===== config.mk =====
export PLATFORM = sky130hd
export DESIGN_NAME = lp_shutoff_seq
export DESIGN_NICKNAME = d
export VERILOG_FILES = /design/src/rtl/lp_seq_pkg.sv /design/src/rtl/lp_need_decode.sv /design/src/rtl/lp_step.sv /design/src/rtl/lp_status_regs.sv /design/src/rtl/lp_shutoff_seq.sv
export SDC_FILE = /design/constraint.sdc
export NUM_CORES = 1
export LEC_CHECK = 0
export BUFFER_PORTS_ARGS = -buffer_cell sky130_fd_sc_hd__buf_2
export CAP_MARGIN = 20
export CORE_MARGIN = 2
export CORE_UTILIZATION = 25
export DETAILED_ROUTE_END_ITERATION = 10
export GPL_ROUTABILITY_DRIVEN = 0
export PLACE_DENSITY = 0.44
export SYNTH_ARGS = -nofsm -noshare
export SYNTH_HDL_FRONTEND = slang
export SYNTH_SLANG_ARGS = --single-unit

===== constraint.sdc =====
create_clock -name clk_i -period 1.7 [get_ports clk_i]
set_input_delay 0.425 -clock clk_i [delete_from_list [all_inputs] [get_ports clk_i]]
set_output_delay 0.425 -clock clk_i [all_outputs]
set_load 0.02 [all_outputs]

===== src/rtl/lp_seq_pkg.sv =====
package lp_seq_pkg;
  localparam logic [3:0] MODE_TEST    = 4'd1;
  localparam logic [3:0] MODE_SAFE    = 4'd2;
  localparam logic [3:0] MODE_RUN0    = 4'd4;
  localparam logic [3:0] MODE_HALT    = 4'd8;
  localparam logic [3:0] MODE_STOP    = 4'd10;
  localparam logic [3:0] MODE_STANDBY = 4'd13;

  localparam logic [1:0] FLA_RSVD = 2'b00;
  localparam logic [1:0] FLA_PD   = 2'b01;
  localparam logic [1:0] FLA_LP   = 2'b10;
  localparam logic [1:0] FLA_NORM = 2'b11;

  typedef enum logic [1:0] {
    ST_IDLE = 2'd0,
    ST_PEND = 2'd1,
    ST_REQ  = 2'd2,
    ST_DONE = 2'd3
  } step_st_e;
endpackage


===== src/rtl/lp_need_decode.sv =====
module lp_need_decode
  import lp_seq_pkg::*;
#(
  parameter int NCLK = 3
) (
  input  logic [NCLK+5:0] cfg_cur_i,
  input  logic [NCLK+5:0] cfg_tgt_i,
  input  logic [3:0]      mode_i,
  output logic            need_pad_o,
  output logic            need_pll_o,
  output logic [NCLK-1:0] need_clk_o,
  output logic [1:0]      need_fla_o,
  output logic            need_mvr_o
);
  localparam int CLK_LO  = 1;
  localparam int CFLA_LO = NCLK + 1;
  localparam int DFLA_LO = NCLK + 3;
  localparam int MVR_B   = NCLK + 5;

  logic [1:0] fla_cur [2];
  logic [1:0] fla_tgt [2];

  assign fla_cur[0] = cfg_cur_i[CFLA_LO +: 2];
  assign fla_cur[1] = cfg_cur_i[DFLA_LO +: 2];
  assign fla_tgt[0] = cfg_tgt_i[CFLA_LO +: 2];
  assign fla_tgt[1] = cfg_tgt_i[DFLA_LO +: 2];

  assign need_pll_o = cfg_cur_i[0] & ~cfg_tgt_i[0];
  assign need_clk_o = cfg_cur_i[CLK_LO +: NCLK] & ~cfg_tgt_i[CLK_LO +: NCLK];

  for (genvar g = 0; g < 2; g++) begin : g_fla
    assign need_fla_o[g] = (fla_tgt[g] != FLA_RSVD) && (fla_tgt[g] < fla_cur[g]);
  end

  assign need_mvr_o = cfg_cur_i[MVR_B] & ~cfg_tgt_i[MVR_B] &
                      ((mode_i == MODE_HALT) | (mode_i == MODE_STOP));

  assign need_pad_o = (mode_i == MODE_SAFE) | (mode_i == MODE_TEST) |
                      (mode_i == MODE_STOP);
endmodule


===== src/rtl/lp_step.sv =====
module lp_step
  import lp_seq_pkg::*;
#(
  parameter bit HAS_WAIT = 1'b0,
  parameter int TMO_W    = 8
) (
  input  logic             clk_i,
  input  logic             rst_ni,
  input  logic             clear_i,
  input  logic             load_i,
  input  logic             need_i,
  input  logic             pre_i,
  input  logic             rdy_i,
  input  logic [TMO_W-1:0] tmo_lim_i,
  output logic             req_o,
  output logic             fin_o,
  output logic             done_o,
  output logic             tmo_o
);
  step_st_e         st_q;
  logic [TMO_W-1:0] cnt_q;
  logic             cnt_hit;
  logic             wait_ok;

  assign cnt_hit = (cnt_q == tmo_lim_i);
  assign wait_ok = (HAS_WAIT == 1'b0) | ~rdy_i | cnt_hit;
  assign req_o   = (st_q == ST_REQ);
  assign fin_o   = req_o & wait_ok;
  assign done_o  = (st_q == ST_DONE);
  assign tmo_o   = fin_o & rdy_i & (HAS_WAIT == 1'b1);

  if (HAS_WAIT) begin : g_wait
    always_ff @(posedge clk_i or negedge rst_ni) begin
      if (!rst_ni)              cnt_q <= '0;
      else if (st_q != ST_REQ)  cnt_q <= '0;
      else if (!cnt_hit)        cnt_q <= cnt_q + 1'b1;
    end
  end else begin : g_nowait
    assign cnt_q = '0;
  end

  always_ff @(posedge clk_i or negedge rst_ni) begin
    if (!rst_ni) begin
      st_q <= ST_IDLE;
    end else if (clear_i) begin
      st_q <= ST_IDLE;
    end else begin
      unique case (st_q)
        ST_IDLE: if (load_i) st_q <= need_i ? ST_PEND : ST_DONE;
        ST_PEND: if (pre_i)  st_q <= ST_REQ;
        ST_REQ:  if (wait_ok) st_q <= ST_DONE;
        default: st_q <= st_q;
      endcase
    end
  end
endmodule


===== src/rtl/lp_status_regs.sv =====
module lp_status_regs
  import lp_seq_pkg::*;
#(
  parameter int NCLK = 3
) (
  input  logic            clk_i,
  input  logic            rst_ni,
  input  logic            fin_pad_i,
  input  logic            fin_pll_i,
  input  logic            fin_clk_i,
  input  logic [NCLK-1:0] clk_mask_i,
  input  logic [1:0]      fin_fla_i,
  input  logic [1:0]      cfla_code_i,
  input  logic [1:0]      dfla_code_i,
  input  logic            fin_mvr_i,
  input  logic            tmo_evt_i,
  output logic            pad_avail_o,
  output logic            pll_avail_o,
  output logic [NCLK-1:0] clk_avail_o,
  output logic [1:0]      cflash_st_o,
  output logic [1:0]      dflash_st_o,
  output logic            mvr_avail_o,
  output logic            tmo_err_o
);
  always_ff @(posedge clk_i or negedge rst_ni) begin
    if (!rst_ni) begin
      pad_avail_o <= 1'b1;
      pll_avail_o <= 1'b1;
      clk_avail_o <= '1;
      cflash_st_o <= FLA_NORM;
      dflash_st_o <= FLA_NORM;
      mvr_avail_o <= 1'b1;
      tmo_err_o   <= 1'b0;
    end else begin
      if (fin_pad_i)    pad_avail_o <= 1'b0;
      if (fin_pll_i)    pll_avail_o <= 1'b0;
      if (fin_clk_i)    clk_avail_o <= clk_avail_o & ~clk_mask_i;
      if (fin_fla_i[0]) cflash_st_o <= cfla_code_i;
      if (fin_fla_i[1]) dflash_st_o <= dfla_code_i;
      if (fin_mvr_i)    mvr_avail_o <= 1'b0;
      if (tmo_evt_i)    tmo_err_o   <= 1'b1;
    end
  end
endmodule


===== src/rtl/lp_shutoff_seq.sv =====
module lp_shutoff_seq
  import lp_seq_pkg::*;
#(
  parameter int NCLK  = 3,
  parameter int TMO_W = 8
) (
  input  logic             clk_i,
  input  logic             rst_ni,
  input  logic             start_i,
  input  logic [3:0]       mode_tgt_i,
  input  logic [NCLK+5:0]  cfg_cur_i,
  input  logic [NCLK+5:0]  cfg_tgt_i,
  input  logic             periph_off_done_i,
  input  logic             sysclk_sw_done_i,
  input  logic             core_clk_off_done_i,
  input  logic             cflash_rdy_i,
  input  logic             dflash_rdy_i,
  input  logic [TMO_W-1:0] tmo_lim_i,
  output logic             busy_o,
  output logic             done_o,
  output logic             pad_off_req_o,
  output logic             pll_off_req_o,
  output logic [NCLK-1:0]  clk_off_req_o,
  output logic             cflash_lp_req_o,
  output logic             dflash_lp_req_o,
  output logic [1:0]       cflash_lp_code_o,
  output logic [1:0]       dflash_lp_code_o,
  output logic             mvr_off_req_o,
  output logic             pad_avail_o,
  output logic             pll_avail_o,
  output logic [NCLK-1:0]  clk_avail_o,
  output logic [1:0]       cflash_st_o,
  output logic [1:0]       dflash_st_o,
  output logic             mvr_avail_o,
  output logic             flash_tmo_err_o,
  output logic             pads_hiz_o
);
  localparam int CFLA_LO = NCLK + 1;
  localparam int DFLA_LO = NCLK + 3;
  localparam int NSTEP   = 6;

  logic            busy_q, load, seq_done;
  logic            per_q, sys_q, core_q;
  logic            per_ok, sys_ok, core_ok;
  logic [NCLK-1:0] clk_mask_q;
  logic [1:0]      fla_code_q [2];
  logic            stby_q, hiz_q;

  logic            need_pad, need_pll, need_mvr;
  logic [NCLK-1:0] need_clk;
  logic [1:0]      need_fla;

  logic            req_pad, req_pll, req_clk, req_mvr;
  logic            fin_pad, fin_pll, fin_clk, fin_mvr;
  logic            dn_pad, dn_pll, dn_clk, dn_mvr;
  logic [1:0]      req_fla, fin_fla, dn_fla, tmo_fla, rdy_fla;
  logic [NSTEP-1:0] tmo_vec, dn_vec;

  assign load     = start_i & ~busy_q;
  assign dn_vec   = {dn_pad, dn_pll, dn_clk, dn_fla, dn_mvr};
  assign seq_done = busy_q & (&dn_vec);

  // strobe seen now or latched earlier in this sequence
  assign per_ok  = per_q  | periph_off_done_i;
  assign sys_ok  = sys_q  | sysclk_sw_done_i;
  assign core_ok = core_q | core_clk_off_done_i;

  always_ff @(posedge clk_i or negedge rst_ni) begin
    if (!rst_ni) begin
      busy_q        <= 1'b0;
      per_q         <= 1'b0;
      sys_q         <= 1'b0;
      core_q        <= 1'b0;
      clk_mask_q    <= '0;
      fla_code_q[0] <= FLA_NORM;
      fla_code_q[1] <= FLA_NORM;
      stby_q        <= 1'b0;
      hiz_q         <= 1'b0;
    end else if (load) begin
      busy_q        <= 1'b1;
      per_q         <= 1'b0;
      sys_q         <= 1'b0;
      core_q        <= 1'b0;
      clk_mask_q    <= need_clk;
      fla_code_q[0] <= cfg_tgt_i[CFLA_LO +: 2];
      fla_code_q[1] <= cfg_tgt_i[DFLA_LO +: 2];
      stby_q        <= (mode_tgt_i == MODE_STANDBY);
      hiz_q         <= 1'b0;
    end else if (busy_q) begin
      per_q  <= per_ok;
      sys_q  <= sys_ok;
      core_q <= core_ok;
      if (seq_done) begin
        busy_q <= 1'b0;
        hiz_q  <= stby_q;
      end
    end
  end

  lp_need_decode #(.NCLK(NCLK)) u_dec (
    .cfg_cur_i  (cfg_cur_i),
    .cfg_tgt_i  (cfg_tgt_i),
    .mode_i     (mode_tgt_i),
    .need_pad_o (need_pad),
    .need_pll_o (need_pll),
    .need_clk_o (need_clk),
    .need_fla_o (need_fla),
    .need_mvr_o (need_mvr)
  );

  lp_step #(.HAS_WAIT(1'b0), .TMO_W(TMO_W)) u_pad (
    .clk_i, .rst_ni, .clear_i(seq_done), .load_i(load), .need_i(need_pad),
    .pre_i(per_ok), .rdy_i(1'b0), .tmo_lim_i,
    .req_o(req_pad), .fin_o(fin_pad), .done_o(dn_pad), .tmo_o(tmo_vec[0])
  );

  lp_step #(.HAS_WAIT(1'b0), .TMO_W(TMO_W)) u_pll (
    .clk_i, .rst_ni, .clear_i(seq_done), .load_i(load), .need_i(need_pll),
    .pre_i(sys_ok), .rdy_i(1'b0), .tmo_lim_i,
    .req_o(req_pll), .fin_o(fin_pll), .done_o(dn_pll), .tmo_o(tmo_vec[1])
  );

  // sources go after the PLL so its reference is never pulled first
  lp_step #(.HAS_WAIT(1'b0), .TMO_W(TMO_W)) u_clk (
    .clk_i, .rst_ni, .clear_i(seq_done), .load_i(load), .need_i(|need_clk),
    .pre_i(sys_ok & dn_pll), .rdy_i(1'b0), .tmo_lim_i,
    .req_o(req_clk), .fin_o(fin_clk), .done_o(dn_clk), .tmo_o(tmo_vec[2])
  );

  assign rdy_fla = {dflash_rdy_i, cflash_rdy_i};

  for (genvar g = 0; g < 2; g++) begin : g_fla
    lp_step #(.HAS_WAIT(1'b1), .TMO_W(TMO_W)) u_fla (
      .clk_i, .rst_ni, .clear_i(seq_done), .load_i(load), .need_i(need_fla[g]),
      .pre_i(core_ok), .rdy_i(rdy_fla[g]), .tmo_lim_i,
      .req_o(req_fla[g]), .fin_o(fin_fla[g]), .done_o(dn_fla[g]), .tmo_o(tmo_fla[g])
    );
  end

  assign tmo_vec[4:3] = tmo_fla;

  lp_step #(.HAS_WAIT(1'b0), .TMO_W(TMO_W)) u_mvr (
    .clk_i, .rst_ni, .clear_i(seq_done), .load_i(load), .need_i(need_mvr),
    .pre_i(dn_pll & (&dn_fla)), .rdy_i(1'b0), .tmo_lim_i,
    .req_o(req_mvr), .fin_o(fin_mvr), .done_o(dn_mvr), .tmo_o(tmo_vec[5])
  );

  lp_status_regs #(.NCLK(NCLK)) u_st (
    .clk_i, .rst_ni,
    .fin_pad_i   (fin_pad),
    .fin_pll_i   (fin_pll),
    .fin_clk_i   (fin_clk),
    .clk_mask_i  (clk_mask_q),
    .fin_fla_i   (fin_fla),
    .cfla_code_i (fla_code_q[0]),
    .dfla_code_i (fla_code_q[1]),
    .fin_mvr_i   (fin_mvr),
    .tmo_evt_i   (|tmo_vec),
    .pad_avail_o,
    .pll_avail_o,
    .clk_avail_o,
    .cflash_st_o,
    .dflash_st_o,
    .mvr_avail_o,
    .tmo_err_o   (flash_tmo_err_o)
  );

  assign busy_o           = busy_q;
  assign done_o           = seq_done;
  assign pad_off_req_o    = req_pad;
  assign pll_off_req_o    = req_pll;
  assign clk_off_req_o    = {NCLK{req_clk}} & clk_mask_q;
  assign cflash_lp_req_o  = req_fla[0];
  assign dflash_lp_req_o  = req_fla[1];
  assign cflash_lp_code_o = fla_code_q[0];
  assign dflash_lp_code_o = fla_code_q[1];
  assign mvr_off_req_o    = req_mvr;
  assign pads_hiz_o       = hiz_q;
endmodule


==> run summary <==
Via density: 4.42
core footprint: 12200 um2
antenna violations before repair: 0
number of buffers created by CTS: 5
Total GRT Usage: 11.6%
leak pwr: 1.95 nW
Seq/Total Area, Yosys: 42.0%
io pins: 64
gr ovfl total: 0
wire per inst: 13.3 um
Clk Latency, worst-skew pair: 300 ps
RSZ-0062 raised after global routing: yes
worst vdd ir: 456 uV
status: finished with violations
Tightest Pin Transition: 433 ps
clk sinks: 52
Fin Clk Skew: 10.7 ps
drt initial violations: 52
CP Class: reg2out
HP Class: in2async
share of cells above drive strength 1: 40.4%
WP data arrival: 1310 ps
flops & latches, synth: 52
number of fill cells in the layout: 1246
startpoint types: flop
Hold Vio Cnt, Final: 0
Worst Path Max Fanout: 4
CP delay by family, top: flip-flops
maxcap violations: 0
H-tree level count: 2
die extent in x: 116 um
Overall Power: 5.87 mW
setup ws final: -30.4 ps
kind of end point of the critical path: output pin
Die Ht: 116 um
die area: 13500 um2
drt total wl: 7480 um
cell count after synthesis: 297
Final period util: 102%
CP max stage cell: dfrtp_1
area grow syn2layout: 32.7%
largest net degree at the start of global routing: 53
Post-Syn Nets: 365
Starting Density: 25.8%
Async SR Flop Fraction: 100%
Syn Std Cell Area: 3140 um2
Buf/Inv on CP: 1
post-cts hold buffer count: 0
Antenna Cells: 0
CTS root buf: clkbuf_16
Top FF cell, synth: dfrtp_1
CTS tree: yes
post-DP HPWL: 5550 um
Cell Pwr Density: 1410 nW/um2
setup violators final: 1
library cells used by synthesis: 44
CTS max path bufs: 2
nets: 463
violations in the final reports: setup timing
maximum clock rate: 578 MHz
Buffers on Ports: 63
row cnt: 40
Detail Route Antenna Nets: 0
# DRC: 0
Slew Viols, Final: 0
CP max stage delay: 420 ps
Clk pin slew, worst setup/hold paths: 70 ps
Setup TNS Final: -30.4 ps
First-pass DRT Iterations: 4
DR vias: 2492
CP Cell Sequence: ha_2 > nand4_1 > nor2_4 > buf_6
Slew HR: 70.8%
synthesized area per cell: 10.6 um2
vias in the first global route: 2570
first-pass GRT wire length: 12300 um
Tmin final: 1730 ps
Synth warnings: 0
Post-synth EDFFs: 0
Worst EP required: 1270 ps
metrics by stage:
step | worst slack, ps | hold slack, ps | util (%) | cell area [um2] | cells
floorplan | 64.9 | 129 | - | 3140 | 297
global placement | 6.51 | 450 | 31.5 | 3830 | 546
detailed placement | -38.1 | 453 | 31.5 | 3830 | 546
CTS | -43.0 | 130 | 33.5 | 4070 | 560
global route | -100 | 142 | 34.3 | 4170 | 564
finish | -30.4 | 115 | 34.3 | 4170 | 564
report_power, final:
group          leakage [nW]  total (mW)  switching (mW)  internal [mW]
sequential            0.607        1.90           0.253           1.65
combinational          1.27        2.88            1.54           1.34
clock                0.0772        1.09           0.460          0.629
layer usage:
metal | track usage (%) | routed length (um) | vias up | part of all wire [%]
met5 | 0 | 0 | - | 0
met4 | 3.33 | 82 | 0 | 1.1
met3 | 2.54 | 334 | 7 | 4.5
met2 | 19.6 | 3650 | 49 | 49
met1 | 14.9 | 3410 | 1197 | 46
li1 | - | - | 1239 | -
worst register-to-register path: cells and delay by family, from the launching register on:
kind / cells / cell delay (ps)
DFF: 1 / 370
AOI/OAI and AO/OA: 2 / 390
and+or+nand+nor: 2 / 140
buffers and inverters: 3 / 350
adders and majority gates: 1 / 330
worst paths after layout:
kind / start / endpoint / slack, ps / cells past startpoint
min in group clk_i: cfg_cur_i[0] / u_pll.st_q[1]$_DFFE_PN0P_ / 320 / 2
max reg2reg: g_fla[1].u_fla.st_q[1]$_DFFE_PN0P_ / g_fla[1].u_fla.st_q[0]$_DFFE_PN0P_ / 60 / 8
min reg2reg: clk_mask_q[2]$_DFFE_PN0N_ / clk_mask_q[2]$_DFFE_PN0N_ / 480 / 2
min: rst_ni / g_fla[0].u_fla.cnt_q[1]$_DFFE_PN0P_ / 120 / 2
max in group asynchronous: rst_ni / u_st.pad_avail_o$_DFFE_PN1P_ / 1270 / 2
max: u_mvr.st_q[1]$_DFFE_PN0P_ / done_o / -30 / 4
cell usage after synthesis (all sizes together), types with 2 or more instances:
master | count | area share [%]
nand2 | 22 | 3.3
a211oi | 4 | 0.96
a2111oi | 2 | 0.56
and3 | 2 | 0.40
inv | 18 | 2.2
a21o | 3 | 0.72
a21oi | 10 | 1.7
and2 | 9 | 1.8
a21boi | 4 | 1.2
nand3 | 3 | 0.48
nor3 | 3 | 0.48
nand3b | 2 | 0.48
nand2b | 13 | 2.6
o21ai | 8 | 1.4
a311oi | 4 | 1.1
o2111ai | 4 | 1.1
ha | 30 | 12
xor2 | 2 | 0.56
dfstp | 14 | 12
dfrtp | 38 | 30
clkbuf | 3 | 0.36
xnor2 | 20 | 5.6
a31oi | 2 | 0.40
mux2i | 11 | 3.5
nor2 | 25 | 3.0
nand4 | 9 | 1.8
nor2b | 8 | 1.6
mux2 | 8 | 2.9
and4 | 6 | 1.8
a221oi | 6 | 3.2
cells by family (layout without fill, tap and decap cells):
| logic type | after synthesis | after routing | synth area share (%) |
|---|---|---|---|
| adder cells (fa/ha/maj) | 30 | 30 | 11.9 |
| multiplexers | 19 | 19 | 6.37 |
| buffers and inverters | 22 | 121 | 2.67 |
| AO/OA/AOI/OAI | 48 | 48 | 12.7 |
| flip-flops | 52 | 52 | 42.0 |
| XOR/XNOR | 22 | 22 | 6.13 |
| AND/OR/NAND/NOR | 104 | 104 | 18.2 |
what timing repair did:
item,in CTS,in global routing
setup buffers,6,4
endpoints found under the setup margin,5,15
resized for setup,17,15
pin swaps,1,7
layout make-up:
class                      count  area, um2  share of cell area [%]
clock buffer                   8        156                    3.75
tap                          168        210                    5.04
inverter                      18       67.6                    1.62
multi-input combinational    223       1830                    43.9
sequential                    52       1320                    31.6
timing repair buffer          95        584                    14.0
cell usage in the layout (no fill, tap or decap), types with 5 or more instances in the layout:
cell / netlist / final
buf_4: 0 / 35
clkbuf_16: 0 / 5
and2_1: 9 / 6
dfrtp_1: 38 / 38
mux2i_1: 11 / 11
o21ai_0: 6 / 6
inv_1: 17 / 14
nor2b_1: 8 / 8
nor2_1: 25 / 23
buf_2: 1 / 58
a21oi_1: 9 / 8
ha_2: 0 / 7
nand4_1: 9 / 9
nand2_1: 19 / 19
ha_1: 30 / 22
mux2_2: 6 / 6
nand2b_1: 13 / 13
dfstp_2: 14 / 14
xnor2_1: 20 / 18
sequential cells by signal, summed over array words and instances (netlist names), 2 cells and up:
signal	cells
cflash_lp_code_o	2
clk_mask_q	3
dflash_lp_code_o	2
g_fla.u_fla.cnt_q	16
g_fla.u_fla.st_q	4
u_clk.st_q	2
u_mvr.st_q	2
u_pad.st_q	2
u_pll.st_q	2
u_st.cflash_st_o	2
u_st.clk_avail_o	3
u_st.dflash_st_o	2
Power figures use the tool's default switching activity.
